--- config.mk ---
export PLATFORM = sky130hd
export DESIGN_NAME = trap_entry_ctrl
export DESIGN_NICKNAME = d
export VERILOG_FILES = /design/src/rtl/trap_pkg.sv /design/src/rtl/trap_window_chk.sv /design/src/rtl/trap_irq_filter.sv /design/src/rtl/trap_prio_sel.sv /design/src/rtl/trap_entry_ctrl.sv
export SDC_FILE = /design/constraint.sdc
export NUM_CORES = 1
export LEC_CHECK = 0
export BUFFER_PORTS_ARGS = -buffer_cell sky130_fd_sc_hd__buf_2
export CAP_MARGIN = 20
export CORE_AREA = 3 3 139 141
export CTS_CLUSTER_DIAMETER = 120
export DETAILED_ROUTE_END_ITERATION = 16
export DIE_AREA = 0 0 142 144
export MAX_ROUTING_LAYER = met4
export PLACE_DENSITY = 0.71
export SYNTH_ARGS = -nofsm -noshare
export SYNTH_HDL_FRONTEND = slang
export SYNTH_HIERARCHICAL = 1
export SYNTH_SLANG_ARGS = --single-unit
--- constraint.sdc ---
create_clock -name clk -period 4.56 [get_ports clk]
set_input_delay 0.228 -clock clk [delete_from_list [all_inputs] [get_ports clk]]
set_output_delay 0.228 -clock clk [all_outputs]
set_load 0.01 [all_outputs]
--- src/rtl/trap_pkg.sv ---
// Shared constants and encodings for the trap entry controller.
// Assumes: 8-bit trap types, 4-bit interrupt levels.
package trap_pkg;
    localparam int TT_W  = 8;
    localparam int PIL_W = 4;

    typedef enum logic [1:0] {
        WOP_NONE    = 2'd0,
        WOP_SAVE    = 2'd1,
        WOP_RESTORE = 2'd2,
        WOP_IDLE    = 2'd3
    } win_op_e;

    typedef enum logic [1:0] {
        SEL_STAT = 2'd0,
        SEL_WIM  = 2'd1,
        SEL_TBA  = 2'd2,
        SEL_NONE = 2'd3
    } st_sel_e;

    localparam logic [TT_W-1:0] TT_WOVF     = 8'h05;
    localparam logic [TT_W-1:0] TT_WUNF     = 8'h06;
    localparam logic [TT_W-1:0] TT_IRQ_BASE = 8'h10;
    localparam logic [TT_W-1:0] TT_SW_BASE  = 8'h80;

    // status word bit positions used by the write port
    localparam int STAT_PIL_LO = 8;
    localparam int STAT_S      = 7;
    localparam int STAT_PS     = 6;
    localparam int STAT_ET     = 5;
endpackage

--- src/rtl/trap_window_chk.sv ---
// Window pointer arithmetic and invalid-mask check for save/restore.
// Computes the pointer one below and one above the current one (modulo
// NWIN), picks the target for the requested operation and flags a fault
// when the target's mask bit is set. Purely combinational.
module trap_window_chk
    import trap_pkg::*;
#(
    parameter int NWIN  = 8,
    parameter int CWP_W = $clog2(NWIN)
) (
    input  logic [CWP_W-1:0] cwp_i,
    input  logic [NWIN-1:0]  wim_i,
    input  logic [1:0]       op_i,
    output logic [CWP_W-1:0] dn_o,
    output logic [CWP_W-1:0] tgt_o,
    output logic             move_o,
    output logic             fault_o,
    output logic [TT_W-1:0]  fault_tt_o
);
    localparam logic [CWP_W-1:0] LAST = CWP_W'(NWIN - 1);

    logic [CWP_W-1:0] up;
    win_op_e          op;

    assign op = win_op_e'(op_i);

    // wraparound: free for a power-of-two count, compare otherwise
    generate
        if ((1 << CWP_W) == NWIN) begin : g_pow2
            assign dn_o = cwp_i - 1'b1;
            assign up   = cwp_i + 1'b1;
        end else begin : g_cmp
            assign dn_o = (cwp_i == '0)   ? LAST : cwp_i - 1'b1;
            assign up   = (cwp_i == LAST) ? '0   : cwp_i + 1'b1;
        end
    endgenerate

    // select target and test its mask bit
    always_comb begin
        tgt_o      = cwp_i;
        move_o     = 1'b0;
        fault_o    = 1'b0;
        fault_tt_o = TT_WOVF;
        if (op == WOP_SAVE) begin
            tgt_o      = dn_o;
            fault_o    = wim_i[dn_o];
            move_o     = !wim_i[dn_o];
            fault_tt_o = TT_WOVF;
        end else if (op == WOP_RESTORE) begin
            tgt_o      = up;
            fault_o    = wim_i[up];
            move_o     = !wim_i[up];
            fault_tt_o = TT_WUNF;
        end
    end


    always_comb begin
        win_move_fault_excl_chk: assert (!(move_o && fault_o));
    end
endmodule

--- src/rtl/trap_irq_filter.sv ---
// Interrupt acceptance: level nonzero, traps enabled, nothing else
// requesting, and level 15 or above the mask. Combinational.
module trap_irq_filter
    import trap_pkg::*;
(
    input  logic [PIL_W-1:0] lvl_i,
    input  logic [PIL_W-1:0] pil_i,
    input  logic             et_i,
    input  logic             busy_i,
    output logic             accept_o,
    output logic [TT_W-1:0]  tt_o
);
    logic above;

    // level 15 passes any mask
    always_comb begin
        above    = (lvl_i == '1) || (lvl_i > pil_i);
        accept_o = (lvl_i != '0) && et_i && !busy_i && above;
        tt_o     = TT_IRQ_BASE + TT_W'(lvl_i);
    end


    always_comb begin
        irq_gate_chk: assert (!(accept_o === 1'b1) || (et_i && lvl_i != '0));
    end
endmodule

--- src/rtl/trap_prio_sel.sv ---
// Picks one trap source per cycle: internal, software, window fault,
// interrupt, in that order, and forms the software trap type.
module trap_prio_sel
    import trap_pkg::*;
#(
    parameter int XLEN = 32
) (
    input  logic            int_req_i,
    input  logic [TT_W-1:0] int_tt_i,
    input  logic            sw_req_i,
    input  logic [XLEN-1:0] sw_a_i,
    input  logic [XLEN-1:0] sw_b_i,
    input  logic            win_fault_i,
    input  logic [TT_W-1:0] win_tt_i,
    input  logic            irq_acc_i,
    input  logic [TT_W-1:0] irq_tt_i,
    output logic            any_o,
    output logic [TT_W-1:0] tt_o
);
    logic [6:0] sw_sum;
    logic       unused_sw;

    assign sw_sum    = sw_a_i[6:0] + sw_b_i[6:0];
    assign unused_sw = ^{sw_a_i, sw_b_i};

    // fixed-priority selection
    always_comb begin
        any_o = 1'b1;
        tt_o  = '0;
        if (int_req_i)        tt_o = int_tt_i;
        else if (sw_req_i)    tt_o = TT_SW_BASE | TT_W'(sw_sum);
        else if (win_fault_i) tt_o = win_tt_i;
        else if (irq_acc_i)   tt_o = irq_tt_i;
        else                  any_o = 1'b0;
    end


    always_comb begin
        sw_tt_msb_chk: assert (!(sw_req_i === 1'b1 && int_req_i === 1'b0) || tt_o[7]);
    end
endmodule

--- src/rtl/trap_entry_ctrl.sv ---
// Trap and interrupt entry controller.
// Owns ET, S, PS, PIL, CWP, the window-invalid mask and the trap base
// register. Each cycle at most one trap is selected; with ET set it is
// entered (window rotate, status update, vector out, PC/NPC save request),
// with ET clear the sticky error mode is set instead. Assumes the register
// file writes lcl_pc_o/lcl_npc_o to locals 17/18 of lcl_win_o when lcl_we_o.
module trap_entry_ctrl
    import trap_pkg::*;
#(
    parameter int NWIN  = 8,
    parameter int XLEN  = 32,
    parameter int CWP_W = $clog2(NWIN)
) (
    input  logic             clk,
    input  logic             rst_n,
    input  logic             trap_req_i,
    input  logic [7:0]       trap_tt_i,
    input  logic             sw_req_i,
    input  logic [XLEN-1:0]  sw_a_i,
    input  logic [XLEN-1:0]  sw_b_i,
    input  logic [1:0]       win_op_i,
    input  logic [3:0]       irq_lvl_i,
    input  logic [XLEN-1:0]  pc_i,
    input  logic [XLEN-1:0]  npc_i,
    input  logic             st_we_i,
    input  logic [1:0]       st_sel_i,
    input  logic [XLEN-1:0]  st_data_i,
    output logic             take_o,
    output logic [XLEN-1:0]  new_pc_o,
    output logic [XLEN-1:0]  new_npc_o,
    output logic             lcl_we_o,
    output logic [CWP_W-1:0] lcl_win_o,
    output logic [XLEN-1:0]  lcl_pc_o,
    output logic [XLEN-1:0]  lcl_npc_o,
    output logic             err_mode_o,
    output logic             et_o,
    output logic             s_o,
    output logic             ps_o,
    output logic [3:0]       pil_o,
    output logic [CWP_W-1:0] cwp_o,
    output logic [NWIN-1:0]  wim_o,
    output logic [XLEN-1:0]  tbr_o
);
    localparam int TBA_W = XLEN - 12;

    logic             et_q, s_q, ps_q, err_q, take_q;
    logic [3:0]       pil_q;
    logic [CWP_W-1:0] cwp_q, lwin_q;
    logic [NWIN-1:0]  wim_q;
    logic [TBA_W-1:0] tba_q;
    logic [TT_W-1:0]  tt_q;
    logic [XLEN-1:0]  lpc_q, lnpc_q;

    logic [CWP_W-1:0] cwp_dn, win_tgt;
    logic             win_move, win_fault, irq_acc, trap_any;
    logic [TT_W-1:0]  win_tt, irq_tt, sel_tt;
    logic             unused_st;
    st_sel_e          st_sel;

    assign st_sel    = st_sel_e'(st_sel_i);
    assign unused_st = ^st_data_i;

    trap_window_chk #(.NWIN(NWIN), .CWP_W(CWP_W)) u_win (
        .cwp_i      (cwp_q),
        .wim_i      (wim_q),
        .op_i       (win_op_i),
        .dn_o       (cwp_dn),
        .tgt_o      (win_tgt),
        .move_o     (win_move),
        .fault_o    (win_fault),
        .fault_tt_o (win_tt)
    );

    trap_irq_filter u_irq (
        .lvl_i    (irq_lvl_i),
        .pil_i    (pil_q),
        .et_i     (et_q),
        .busy_i   (trap_req_i || sw_req_i || win_fault),
        .accept_o (irq_acc),
        .tt_o     (irq_tt)
    );

    trap_prio_sel #(.XLEN(XLEN)) u_sel (
        .int_req_i   (trap_req_i),
        .int_tt_i    (trap_tt_i),
        .sw_req_i    (sw_req_i),
        .sw_a_i      (sw_a_i),
        .sw_b_i      (sw_b_i),
        .win_fault_i (win_fault),
        .win_tt_i    (win_tt),
        .irq_acc_i   (irq_acc),
        .irq_tt_i    (irq_tt),
        .any_o       (trap_any),
        .tt_o        (sel_tt)
    );

    // supervisor state: trap entry, else state write, else window move
    always_ff @(posedge clk) begin
        if (!rst_n) begin
            et_q   <= 1'b0;
            s_q    <= 1'b1;
            ps_q   <= 1'b0;
            pil_q  <= '0;
            cwp_q  <= '0;
            wim_q  <= '0;
            tba_q  <= '0;
            tt_q   <= '0;
            err_q  <= 1'b0;
            take_q <= 1'b0;
        end else begin
            take_q <= 1'b0;
            if (trap_any) begin
                if (et_q) begin
                    take_q <= 1'b1;
                    et_q   <= 1'b0;
                    ps_q   <= s_q;
                    s_q    <= 1'b1;
                    cwp_q  <= cwp_dn;
                    tt_q   <= sel_tt;
                end else begin
                    err_q  <= 1'b1;
                end
            end else if (st_we_i) begin
                case (st_sel)
                    SEL_STAT: begin
                        pil_q <= st_data_i[STAT_PIL_LO +: 4];
                        s_q   <= st_data_i[STAT_S];
                        ps_q  <= st_data_i[STAT_PS];
                        et_q  <= st_data_i[STAT_ET];
                        cwp_q <= st_data_i[CWP_W-1:0];
                    end
                    SEL_WIM:  wim_q <= st_data_i[NWIN-1:0];
                    SEL_TBA:  tba_q <= st_data_i[XLEN-1:12];
                    default:  ;
                endcase
            end else if (win_move) begin
                cwp_q <= win_tgt;
            end
        end
    end

    // save request payload captured with the entry
    always_ff @(posedge clk) begin
        if (!rst_n) begin
            lwin_q <= '0;
            lpc_q  <= '0;
            lnpc_q <= '0;
        end else if (trap_any && et_q) begin
            lwin_q <= cwp_dn;
            lpc_q  <= pc_i;
            lnpc_q <= npc_i;
        end
    end

    assign tbr_o      = {tba_q, tt_q, 4'h0};
    assign new_pc_o   = tbr_o;
    assign new_npc_o  = tbr_o + XLEN'(4);
    assign take_o     = take_q;
    assign lcl_we_o   = take_q;
    assign lcl_win_o  = lwin_q;
    assign lcl_pc_o   = lpc_q;
    assign lcl_npc_o  = lnpc_q;
    assign err_mode_o = err_q;
    assign et_o       = et_q;
    assign s_o        = s_q;
    assign ps_o       = ps_q;
    assign pil_o      = pil_q;
    assign cwp_o      = cwp_q;
    assign wim_o      = wim_q;


    entry_psr_chk: assert property (@(posedge clk) disable iff (!rst_n)
        take_o |-> (!et_o && s_o));


    entry_ps_copy_chk: assert property (@(posedge clk) disable iff (!rst_n)
        (trap_any && et_q) |=> (ps_o == $past(s_q)));


    entry_cwp_rot_chk: assert property (@(posedge clk) disable iff (!rst_n)
        (trap_any && et_q) |=> (cwp_o == (($past(cwp_q) == '0) ?
            CWP_W'(NWIN - 1) : $past(cwp_q) - 1'b1)));


    err_sticky_chk: assert property (@(posedge clk) disable iff (!rst_n)
        err_mode_o |=> err_mode_o);


    err_no_entry_chk: assert property (@(posedge clk) disable iff (!rst_n)
        (trap_any && !et_q) |=> (!take_o && $stable(cwp_o)));


    vector_step_chk: assert property (@(posedge clk) disable iff (!rst_n)
        take_o |-> (new_npc_o == new_pc_o + XLEN'(4)));


    save_win_chk: assert property (@(posedge clk) disable iff (!rst_n)
        lcl_we_o |-> (lcl_win_o == cwp_o));
endmodule

# Word level (Yosys, flattened, before mapping)

Index checks and enable logic that the tools add are counted.

Flip-flop bits (word level): 115
Logic and storage cells: 91
Input port bits: 181
Output and inout port bits: 184

Equal/unequal tests: 7
$lt $le $gt $ge: 3
Bitwise operators: 3
Multiplexer cells: 34
Reduce and logical (&&, ||, !) cells: 26
$add $sub $neg: 5

Operators with widths:

| kind                  | count |
|---|---|
| $add 32x3->32 const B | 1 |
| $mux 8                | 4 |
| $mux 3                | 7 |
| $mux 1                | 19 |
| $reduce_and 3->1      | 4 |
| $lt 3x4->1 const B    | 2 |
| $reduce_and 2->1      | 4 |
| $reduce_bool 4->1     | 2 |
| $add 7x7->7           | 1 |
| $add 5x4->6 const A   | 1 |
| $bmux 1 s3            | 2 |
| $mux 6                | 1 |
| $eq 2x1->1 const B    | 2 |
| $eq 2x2->1 const B    | 2 |
| $eq 4x4->1 const B    | 1 |
| $gt 4x4->1            | 1 |
| $logic_and 1x1->1     | 4 |
| $reduce_and 4->1      | 1 |
| $reduce_bool 2->1     | 2 |
| $add 3x1->3 const B   | 1 |
| $logic_not 1->1       | 3 |
| $logic_or 1x1->1      | 3 |
| $ne 3x1->1 const B    | 1 |
| $not 1->1             | 3 |
| other kinds (6)       | 6 |

# Longest topological paths before layout

Depth in word-level cells: 15
Mapped depth: 19
Depth with buffers taken out: 16

# Modules after synthesis

Netlist, hierarchy kept.

By module, submodules not included:

| module          | cells each | area an instance (um2) | sequential area each (um2) | times used |
|---|---|---|---|---|
| trap_entry_ctrl | 569        | 4939.7                 | 2302.2                     | 1 |
| trap_prio_sel   | 72         | 503.0                  | 0.0                        | 1 |
| trap_window_chk | 41         | 317.8                  | 0.0                        | 1 |
| trap_irq_filter | 27         | 198.9                  | 0.0                        | 1 |

# Worst setup path before layout

OpenSTA, ideal clock, no wires.

Kind: register to register
Start point: register cwp_q[0], in the netlist cwp_o[0]
End point: register s_q, in the netlist s_o
Data required time: 4.427 ns
Library setup time: 0.133 ns
Clock period less this slack: 3.492 ns
Stages on the path, launching flop included: 16
Buffers on the path: 2
Path slack: 1.068 ns
Arrival time: 3.358 ns
Cells stage by stage: dfxtp_1 > buf_6 > inv_1 > ha_1 > inv_1 > mux4_2 > o221ai_2 > or3_1 > inv_1 > o2111ai_1 > a21oi_2 > or3_1 > clkbuf_2 > nor4b_4 > mux2i_1 > nand3_1

Elaborated cells on any way between the ends: 21
Those cells by class: 2 x add/sub; 1 x eq/ne; 11 x mux; 7 x reduce/logical

RTL lines:

| item                                                             | line                   | text |
|---|---|---|
| start, declared                                                  | trap_entry_ctrl.sv:48  | `logic [CWP_W-1:0] cwp_q, lwin_q;` |
| start signal, assigned                                           | trap_entry_ctrl.sv:118 | `cwp_q <= cwp_dn;` |
| start signal, assigned                                           | trap_entry_ctrl.sv:130 | `cwp_q <= st_data_i[CWP_W-1:0];` |
| start signal, assigned                                           | trap_entry_ctrl.sv:137 | `cwp_q <= win_tgt;` |
| $sub 3x1->3 (*)                                                  | trap_window_chk.sv:30  | `assign dn_o = cwp_i - 1'b1;` |
| net cwp_dn[0]                                                    | trap_entry_ctrl.sv:54  | `logic [CWP_W-1:0] cwp_dn, win_tgt;` |
| $bmux 1 s3 (*)                                                   | trap_window_chk.sv:46  | `fault_o = wim_i[dn_o];` |
| $mux 1 (not written as such) (*)                                 | trap_window_chk.sv:46  |  |
| $mux 1 (*)                                                       | trap_window_chk.sv:44  | `if (op == WOP_SAVE) begin` |
| net win_fault                                                    | trap_entry_ctrl.sv:55  | `logic win_move, win_fault, irq_acc, trap_any;` |
| $logic_or 1x1->1 (*)                                             | trap_entry_ctrl.sv:78  | `.busy_i (trap_req_i \|\| sw_req_i \|\| win_fault),` |
| $logic_not 1->1 (*)                                              | trap_irq_filter.sv:18  | `accept_o = (lvl_i != '0) && et_i && !busy_i && above;` |
| $logic_and 1x1->1 (*) (2 in a row)                               | trap_irq_filter.sv:18  |  |
| net irq_acc                                                      | trap_entry_ctrl.sv:55  |  |
| $mux 1 (*)                                                       | trap_prio_sel.sv:33    | `else if (irq_acc_i) tt_o = irq_tt_i;` |
| $mux 1 (*)                                                       | trap_prio_sel.sv:32    | `else if (win_fault_i) tt_o = win_tt_i;` |
| $mux 1 (*)                                                       | trap_prio_sel.sv:31    | `else if (sw_req_i) tt_o = TT_SW_BASE \| TT_W'(sw_sum);` |
| $mux 1 (*)                                                       | trap_prio_sel.sv:30    | `if (int_req_i) tt_o = int_tt_i;` |
| net trap_any                                                     | trap_entry_ctrl.sv:55  |  |
| $ne 2x2->1 (no line) / $reduce_bool 2->1 (equally long branches) | --                     |  |
| $reduce_and 3->1 (no line)                                       | --                     |  |
| end signal, assigned                                             | trap_entry_ctrl.sv:127 | `s_q <= st_data_i[STAT_S];` |
| end, declared                                                    | trap_entry_ctrl.sv:46  | `logic et_q, s_q, ps_q, err_q, take_q;` |

Mark *: on every way through the listed nets, which the timed path passes. The rest lies on a longest branch. The select of a mux whose other input is x is not followed.
A chain may end at the register's enable or synchronous reset.

# Final worst setup path

Start point: register cwp_q[1], in the netlist cwp_o[1]
End point: register lnpc_q[11], in the netlist lcl_npc_o[11]

Elaborated cells on any way between the ends: 17
Those cells by class: 2 x add/sub; 10 x mux; 5 x reduce/logical

RTL lines:

| item                           | line                   | text |
|---|---|---|
| $sub 3x1->3                    | trap_window_chk.sv:30  |  |
| net cwp_dn[1]                  | trap_entry_ctrl.sv:54  |  |
| $bmux 1 s3                     | trap_window_chk.sv:46  |  |
| $mux 1 (not written as such)   | trap_window_chk.sv:46  |  |
| $mux 1                         | trap_window_chk.sv:44  |  |
| net win_fault                  | trap_entry_ctrl.sv:55  |  |
| $logic_or 1x1->1               | trap_entry_ctrl.sv:78  |  |
| $logic_not 1->1                | trap_irq_filter.sv:18  |  |
| $logic_and 1x1->1 (2 in a row) | trap_irq_filter.sv:18  |  |
| net irq_acc                    | trap_entry_ctrl.sv:55  |  |
| $mux 1                         | trap_prio_sel.sv:33    |  |
| $mux 1                         | trap_prio_sel.sv:32    |  |
| $mux 1                         | trap_prio_sel.sv:31    |  |
| $mux 1                         | trap_prio_sel.sv:30    |  |
| net trap_any                   | trap_entry_ctrl.sv:55  |  |
| $logic_and 1x1->1              | trap_entry_ctrl.sv:148 | `end else if (trap_any && et_q) begin` |
| end signal, assigned           | trap_entry_ctrl.sv:151 | `lnpc_q <= npc_i;` |
| end, declared                  | trap_entry_ctrl.sv:52  | `logic [XLEN-1:0] lpc_q, lnpc_q;` |

The timed path passes the listed nets, and every way through them passes these cells. The select of a mux whose other input is x is not followed.

==> run summary <==
post-synthesis sequential area ratio: 38.63%
Pwr Density: 346.0 nW/um^2
Site Rows: 49
number of library cell types mapped by synthesis: 62
root buffer cell: clkbuf_16
total wire length: 16780 um
Mapped Area: 5959 sq um
vias in the first global route: 4685
Final min period: 3962 ps
Final GP Congestion: 0.8616
Max Slew Vio Count: 0
EDFF count, synth: 0
skew final: 7.721 ps
Reg clk slew, reported paths: 60 ps
Post-CTS Hold Buffers: 0
GRT overflow: 0
GRT Total Usage: 15.74%
synthesized flop and latch total: 115
worst hold slack: 59.54 ps
Max Cap Viol: 0
max incr delay on CP: 660 ps
CTS HTree Levels: 4
# setup viols final: 0
Synth async-reset ratio: 0%
buffers and inverters on the worst path: 4
setup_tns: 0 ps
VDD IR max: 0.2319 mV
Worst setup EP type: register
status: finished clean
area grow syn2layout: 29.08%
Worst-Margin Slew: 1020 ps
final hold violations: 0
setup repair after global routing missed its margin: false
post-DP HPWL: 12470 um
Via density: 4.534
kind of critical path: register to register
Critical Path AT: 4280 ps
via count: 5328
Die Height: 144 um
Core Area: 18090 sq um
initial antenna violation count: 2
Primary FF master, synth: dfxtp_1
maximum clock frequency: 252.4 MHz
hold crit path type: primary input to register
Post-CTS Setup Inserts: 0
I/O pin cnt: 365
first-pass GRT wire length: 24760 um
most frequent CP cell: inv_1
die area: 20450 sq um
startpoint types: register
TritonCTS Buffers: 17
TritonCTS clock tree: done
maximum number of pins on one net before global-route repair: 119
Yosys warnings: 6
DR pass1 iterations: 4
delay-heaviest family, CP: simple AND/OR/NAND/NOR gates
fill cell count: 1835
# port buffers: 302
cts repair resizes: 0
Post-route DRC: 0
leakage: 3.576 nW
DRT iter0 DRCs: 216
clock tree buffer depth: 2
Avg WL per Cell: 14.28 um
critical-path cell list: inv_1 > ha_1 > inv_1 > mux4_2 > o221ai_2 > or3_1 > inv_1 > o2111ai_1 > a21oi_2 > or3_1 > and2_2 > buf_12 > nand2_1 > a21boi_0
Post-DRT Antenna Nets: 0
Max-slew headroom: 32.03%
Critical Path RT: 4880 ps
Die W: 142 um
starting density of the core: 32.95%
CP max FO: 50
share of layout cells above drive strength 1: 38.14%
Post-layout nets: 1125
critical path's slowest cell: and2_2
later-pin clock latency in the skew report: 410 ps
Clock Sinks: 115
Syn Inst Count: 709
Avg Inst Size Synth: 8.405 sq um
final worst-path cycle share: 86.88%
-- per-stage QoR --
step	instances	util [%]	worst slack (ps)	instance area (sq um)	total power, mW
after global placement	1141	39.11	693.9	7073	1.284
after global routing	1175	42.53	248.2	7692	2.778
after detailed placement	1141	39.11	623.7	7073	1.288
after floorplan	725	-	1068	6020	1.206
final	1175	42.53	598.3	7692	2.662
after CTS	1173	42.50	563.2	7687	2.712
-- worst reg2reg max path, cell delays in order, from the launching register on --
cell and delay [ps]:
dfxtp_1 400, inv_1 80, ha_1 330, inv_1 100, mux4_2 380, o221ai_2 100, or3_1 310, inv_1 60
o2111ai_1 120, a21oi_2 210, or3_1 500, and2_2 660, buf_12 310, nand2_1 110, a21boi_0 190
-- synthesized netlist by cell type, drive strengths merged, types with 2 or more instances --
cell type	number	area [sq um]
xnor2	5	43.79
conb	6	22.52
a211oi	4	35.03
nor2	5	18.77
o31ai	2	20.02
xor2	3	26.28
clkbuf	17	65.06
inv	17	63.81
mux2	5	56.30
nor2b	16	107.6
nand2	205	769.5
buf	107	772.0
mux2i	23	230.2
nand2b	5	31.28
a22oi	2	15.01
o21ai	6	30.02
or3	3	18.77
nand4	2	12.51
o21a	2	15.01
a21boi	96	720.7
nand3	7	35.03
o22ai	2	12.51
o221ai	2	23.77
o211ai	6	45.04
and2	2	12.51
and2b	2	15.01
a21oi	4	23.77
a221oi	6	52.55
dfxtp	115	2302
nor3b	2	15.01
ha	12	150.1
-- final timing paths --
path / startpoint / to / slack [ps] / depth (start not counted)
max: cwp_o[1] / lcl_npc_o[11] / 600 / 14
min: st_data_i[16] / tba_q[4] / 60 / 3
max reg2reg: cwp_o[1] / lcl_npc_o[11] / 600 / 14
min reg2reg: lcl_win_o[0] / lcl_win_o[0] / 460 / 2
-- metal layers --
| layer | track usage, % | routed length (um) | vias up |
|---|---|---|---|
| met3 | 4.332 | 1057 | 15 |
| met5 | - | 0 | - |
| met4 | 4.949 | 197 | 0 |
| li1 | - | - | 2692 |
| met1 | 18.72 | 7138 | 2413 |
| met2 | 26.01 | 8387 | 208 |
-- layout by cell type (no fill, tap or decap), drive strengths merged, types with 7 or more instances in the layout --
cell type and count:
a21boi 96, buf 311, clkbuf 17, conb 22
dfxtp 115, ha 12, inv 26, mux2i 23
nand2 205, nand3 7, nor2b 16
-- cell families (layout without fill, tap and decap cells) --
logic type / after synthesis / in the layout / synth area share [%]
buf+inv: 141 / 360 / 15.12
simple gates: 258 / 258 / 18.94
compound gates: 139 / 139 / 17.72
xor+xnor: 8 / 8 / 1.176
flops: 115 / 115 / 38.63
mux: 29 / 29 / 5.186
other cells: 6 / 24 / 0.3779
fa+ha+maj: 13 / 13 / 2.855
-- state kept, by name, indices dropped and copies added, names as in the netlist --
| name | count |
|---|---|
| err_mode_o | 1 |
| ps_o | 1 |
| s_o | 1 |
| lcl_pc_o | 32 |
| pil_o | 4 |
| lcl_win_o | 3 |
| tba_q | 20 |
| lcl_npc_o | 32 |
| cwp_o | 3 |
| tt_q | 8 |
| lcl_we_o | 1 |
| et_o | 1 |
| wim_o | 8 |
-- final cells by class --
cell class / instances / area, sq um / share of cell area, %
multi-input combinational: 469 / 2826 / 36.74
sequential: 115 / 2302 / 29.93
timing repair buffer: 311 / 1594 / 20.72
clock buffer: 17 / 425.4 / 5.530
tap: 229 / 286.5 / 3.725
clock inverter: 15 / 188.9 / 2.456
inverter: 17 / 63.81 / 0.8295
antenna: 2 / 5.005 / 0.06506
-- where the power goes --
| group | switching, mW | total (mW) | internal, mW |
|---|---|---|---|
| Combinational | 0.123 | 0.243 | 0.119 |
| Clock | 0.522 | 1.40 | 0.874 |
| Sequential | 0.00829 | 1.02 | 1.01 |
(Power assumes the default switching activity.)
